## src/rtl/rr_exec_unit.sv

```systemverilog
module rr_exec_unit #(
  parameter int DW = 16,
  parameter int AW = 12
) (
  input  logic          clk,
  input  logic          rst_n,
  input  logic          go_i,
  input  logic [15:0]   ir_i,
  input  logic [DW-1:0] acc_i,
  input  logic          ext_i,
  input  logic [AW-1:0] pc_i,
  output logic [DW-1:0] acc_q,
  output logic          ext_q,
  output logic [AW-1:0] pc_q,
  output logic          stop_q,
  output logic          seq_clr_q
);

  localparam logic [2:0] OP_REG = 3'b111;

  logic          active;
  logic [11:0]   b;
  logic [DW-1:0] acc_n;
  logic          ext_n;
  logic          skip;

  assign active = go_i && (ir_i[14:12] == OP_REG) && !ir_i[15];
  assign b      = ir_i[11:0];

  always_comb begin
    if      (b[11]) acc_n = '0;
    else if (b[9])  acc_n = ~acc_i;
    else if (b[7])  acc_n = {ext_i, acc_i[DW-1:1]};
    else if (b[6])  acc_n = {acc_i[DW-2:0], ext_i};
    else if (b[5])  acc_n = acc_i + 1'b1;
    else            acc_n = acc_i;
  end

  always_comb begin
    if      (b[10]) ext_n = 1'b0;
    else if (b[8])  ext_n = ~ext_i;
    else if (b[7])  ext_n = acc_i[0];
    else if (b[6])  ext_n = acc_i[DW-1];
    else            ext_n = ext_i;
  end

  assign skip = (b[4] && !acc_i[DW-1]) ||
                (b[3] &&  acc_i[DW-1]) ||
                (b[2] &&  (acc_i == '0)) ||
                (b[1] && !ext_i);

  always_ff @(posedge clk) begin
    if (!rst_n) begin
      acc_q     <= '0;
      ext_q     <= 1'b0;
      pc_q      <= '0;
      stop_q    <= 1'b0;
      seq_clr_q <= 1'b0;
    end else begin
      stop_q    <= active && b[0];
      seq_clr_q <= active;
      if (active) begin
        acc_q <= acc_n;
        ext_q <= ext_n;
        pc_q  <= pc_i + {{(AW-1){1'b0}}, skip};
      end
    end
  end

endmodule

```

## config.mk

```make
export PLATFORM = sky130hd
export DESIGN_NAME = rr_exec_unit
export DESIGN_NICKNAME = d
export VERILOG_FILES = /design/src/rtl/rr_exec_unit.sv
export SDC_FILE = /design/constraint.sdc
export NUM_CORES = 1
export LEC_CHECK = 0
export ABC_AREA = 1
export BUFFER_PORTS_ARGS = -buffer_cell sky130_fd_sc_hd__buf_4
export CORE_MARGIN = 2
export CORE_UTILIZATION = 54
export CTS_BUF_LIST = sky130_fd_sc_hd__clkbuf_16
export DETAILED_ROUTE_END_ITERATION = 7
export PLACE_DENSITY = 0.87
export SETUP_SLACK_MARGIN = 0.02
export SYNTH_ARGS = -nofsm -noshare
export SYNTH_HDL_FRONTEND = slang
export SYNTH_SLANG_ARGS = --single-unit
export TNS_END_PERCENT = 50
```

## constraint.sdc

```tcl
create_clock -name clk -period 5.55 [get_ports clk]
set_input_delay 1.11 -clock clk [delete_from_list [all_inputs] [get_ports clk]]
set_output_delay 1.11 -clock clk [all_outputs]
set_load 0.01 [all_outputs]
```

[Word level (Yosys, flattened, before mapping)]
Cells that the tools add are included.
Cells by class
  $add $sub $neg: 2
  multiplexer cells: 9
  reduce and logical (&&, ||, !) cells: 14
  bitwise logic cells: 2
  equal/unequal tests: 1
Operator list (number)
  $mux W16: 5
  $add A16 B1 Y16 const B: 1
  $logic_not A16 Y1: 1
  $not A16 Y16: 1
  $add A12 B1 Y12: 1
  $logic_and A1 B1 Y1: 7
  $mux W1: 4
  $eq A3 B3 Y1 const B: 1
  $logic_not A1 Y1: 3
  $logic_or A1 B1 Y1: 3
  $not A1 Y1: 1
Storage, ports and cells
  output and inout bits: 31
  register bits after elaboration: 31
  bits of input ports: 48
  word-level logic and storage cells: 33

[Depth between registers and ports, before layout]
  word-level depth: 6
  gate-level depth with buffers: 16
  mapped depth without buffers: 16

[Worst setup path after synthesis]
OpenSTA, ideal clock, no wires.
  kind: input to register
  from: input port acc_i[11]
  to: register pc_q[10]
  path buffers: 1
  slack: 2477 ps
  stages on the path: 15
  library setup time: 113 ps
  data arrival time: 2960 ps
  data required time: 5437 ps
  path through: buf_2 -> nor2_1 -> nand3_1 -> nor4_1 -> a31oi_1 -> o211ai_1 -> ha_1 -> ha_1 -> nand3_1 -> nand3b_1 -> nor2_1 -> nand4_1 -> xnor2_1 -> o21ai_1 -> inv_1
Between the ends
  cells in the longest elaborated chain, start to end: 5
RTL lines
  from (decl): RTL line 9  | input logic [DW-1:0] acc_i,
  $logic_not A16 Y1: RTL line 49  | (b[2] && (acc_i == '0)) ||
  $logic_and A1 B1 Y1: RTL line 49
  $logic_or A1 B1 Y1: RTL line 48  | (b[3] && acc_i[DW-1]) ||
  $logic_or A1 B1 Y1: RTL line 49
  $add A12 B1 Y12: RTL line 65  | pc_q <= pc_i + {{(AW-1){1'b0}}, skip};
  to (signal assigned): RTL line 65
  to (decl): RTL line 14  | output logic [AW-1:0] pc_q,
Every way passes these cells.
A chain may end at the register's enable or synchronous reset.

[Final worst setup path]
  from: input port acc_i[1]
  to: register pc_q[11]
Same word-level chain as after synthesis.

==> impl_results.md <==
- Multi-input logic area: 1410 um2
- Largest family of logic cells by synthesized area: simple AND/OR/NAND/NOR gates
- Yosys reg bits: 31
- F_max: between 0.2 and 0.3 GHz
- Psw: around 150 uW
- Total GRT Usage: 0.270
- FF/Latch Area: 621 um2
- Hold Path Class: reg2reg
- Final Setup Violations: 0
- Rel. slew slack: 0.490
- Worst Clk Skew: 0 ns
- Fill cells: between 300 and 400
- Compound-Gate Fraction of Synth Area: 0.237
- Pwr/cell area: ~200 nW/um2
- CTS tree: yes
- Avg WL per Cell: around 13 um
- Crit share post-route: 0.607
- Max-cap violations: 0
- Setup_tns: 0 ns
- Global-route wire length before repair: slightly below 10000 um
- Adder and majority gate portion of the synthesized area: 0.0220
- Core area: just over 4000 um2
- Startpoint types: primary input
- N_diodes: 0
- Post-Synthesis Cells: 353
- LEAKAGE: between 0.001 and 0.0015 uW
- Placer congestion estimate: between 0.9 and 1
- Maximum number of pins on one net before global-route repair: 31
- Vias: 2553
- Synth Area per Inst: 6.43 um2
- Switching Share: 0.258
- Post-CTS Hold Buffers: 0
- Fin util: 0.729
- Post-DRT Antenna Nets: 0
- Result of the run: complete, no violations
- Crit path DAT: between 3 and 4 ns
- Peak VDD IR: ~0.0002 V
- Postcts setup bufs: 0
- Post-Syn Area: 2270 um2
- Synth cell types: 32
- Net Count, Synth: approximately 410
- DIE WIDTH: about 69 um
- RSZ-0062 raised after global routing: no
- Drt pass-1 iters: 5
- Endpoints failing hold: 0
- Post-CTS resize count: 0
- Sequential power share: 0.389
- Antenna violations before repair: 0
- Total gr overflow: 0
- Die area: 4740 um2
- Fin crit period: roughly 3.4 ns
- Die Y: approximately 69 um
- Required @ worst endpoint: between 5 and 6 ns
- Kind of critical path: in2reg
- Via density: 5.47
- Dpl cells: 460
- CP max FO: 5
- Syn. warnings: 0
- Residual DRC count: 0
- Clk Tree Root Cell: clkbuf_16
- Setup ws final: 2.18 ns
- Worst-Skew Late Latency: between 0.2 and 0.3 ns
- Clk sink count: 31
- IO buf count: between 70 and 80
- Pint: approximately 430 uW
- Final Max Slew Viols: 0
- Combinational power share: 0.192
- Synth Area in XOR/XNOR: 0.0617
- H-tree depth: 2
- Mux contribution to synthesized area: 0
- Starting Density: 0.564
- Share of layout cells above drive strength 1: 0.242
- Place WS: 1.97 ns
- CTS Buf Count: 5
- Row cnt: 23
- Seq/Total Area, Yosys: 0.273
- Worst-margin pin slew: roughly 0.76 ns
- Final net count: ~470
- DP Wirelength: between 4000 and 5000 um
- Worst-path clk slew: 0.05 ns
- Crit end category: flip-flop
- Initial DRC count: ~260
- # IOs: 79
- Simple-Gate Fraction of Synth Area: 0.302
- Drt total wl: ~6200 um
- Clk network pwr share: 0.418
- Max Root-Sink Buffers: 2
- Non-Filler Instances: about 470
- P&R area growth vs syn: 29.3%
- Vias in the first global route: about 2.2k
-- synthesized netlist by cell type, drive strengths merged --
library cell	number	area, um2
a22oi	1	7.51
nand2	90	363
nor3	3	26.3
o221ai	1	8.76
a211oi	1	7.51
nor4	3	18.8
xor2	11	96.3
nand4	4	31.3
inv	32	120
dfxtp	31	621
a21oi	60	315
xnor2	5	43.8
ha	4	50.1
o211ai	5	37.5
nand3b	2	15.0
buf	14	80.1
nor2	31	146
o21ai	31	155
a31oi	1	6.26
nand3	16	85.1
clkbuf	7	36.3
-- cell families after synthesis --
logic type | Yosys count
DFF | 31
adders and majority gates | 4
xor gates and xnor gates | 16
AOI/OAI and AO/OA | 100
buffers and inverters | 53
and+or+nand+nor | 149
-- through the flow --
step | hold WS (ns) | instance area, um2 | power (uW)
final | 0.463 | 2940 | 585
after global routing | 0.481 | 2940 | 614
after CTS | 0.465 | 2940 | 587
after detailed placement | 0.458 | 2800 | 343
after global placement | 0.455 | 2800 | 341
after floorplan | 0.488 | 2270 | 296
-- state kept, by name (all words and copies together) (netlist names) --
register and count:
acc_q 16, ext_q 1, pc_q 12, seq_clr_q 1, stop_q 1
-- cell usage in the layout, fill, tap and decap left out, types with 5 or more instances in the layout --
cell	instances
o211ai_1	5
nand2_1	86
xor2_1	11
xnor2_1	5
o21ai_1	7
o21ai_0	24
nor2_1	27
buf_4	78
dfxtp_1	31
clkbuf_16	5
a21oi_1	56
inv_1	30
nand3_1	15
-- power groups by stage --
stage | combinational (uW) | sequential [uW] | clock, uW
final | 113 | 228 | 245
after global routing | 125 | 228 | 262
after CTS | 112 | 228 | 248
after detailed placement | 111 | 232 | 0
after global placement | 109 | 232 | 0
after floorplan | 62.4 | 233 | 0
-- worst paths after layout --
path         endpoint      from  slack, ns  depth (start not counted)
max reg2reg   pc_q[8]   pc_q[8]       4.79                          4
min          acc_q[0]  acc_q[0]       0.46                          2
max          pc_q[11]  acc_i[1]       2.18                         17
min reg2reg  acc_q[0]  acc_q[0]       0.46                          2
-- layout make-up --
| type | instances | area share |
|---|---|---|
| Tap cell | 50 | 0.0213 |
| Multi-Input combinational cell | 269 | 0.481 |
| Timing Repair Buffer | 78 | 0.199 |
| Clock buffer | 5 | 0.0426 |
| Inverter | 32 | 0.0409 |
| Clock inverter | 2 | 0.00298 |
| Sequential cell | 31 | 0.211 |
-- critical path, stage by stage --
cell	delay, ns
buf_4	0.13
inv_1	0.10
ha_1	0.17
nand3_1	0.08
nor4_1	0.21
a31oi_1	0.13
o211ai_1	0.22
ha_1	0.21
nand3_1	0.13
nor2_1	0.17
nand3_1	0.15
nor2_1	0.21
nand3_1	0.15
nand2_1	0.09
nand2_1	0.05
o221ai_1	0.17
inv_1	0.05
-- per-layer routing --
| layer | wire length, um | track usage |
|---|---|---|
| met5 | 0 | 0 |
| met4 | 65 | 0.0686 |
| met3 | 528 | 0.0552 |
| met2 | 3080 | 0.465 |
| met1 | 2530 | 0.345 |
(Power assumes the default switching activity.)
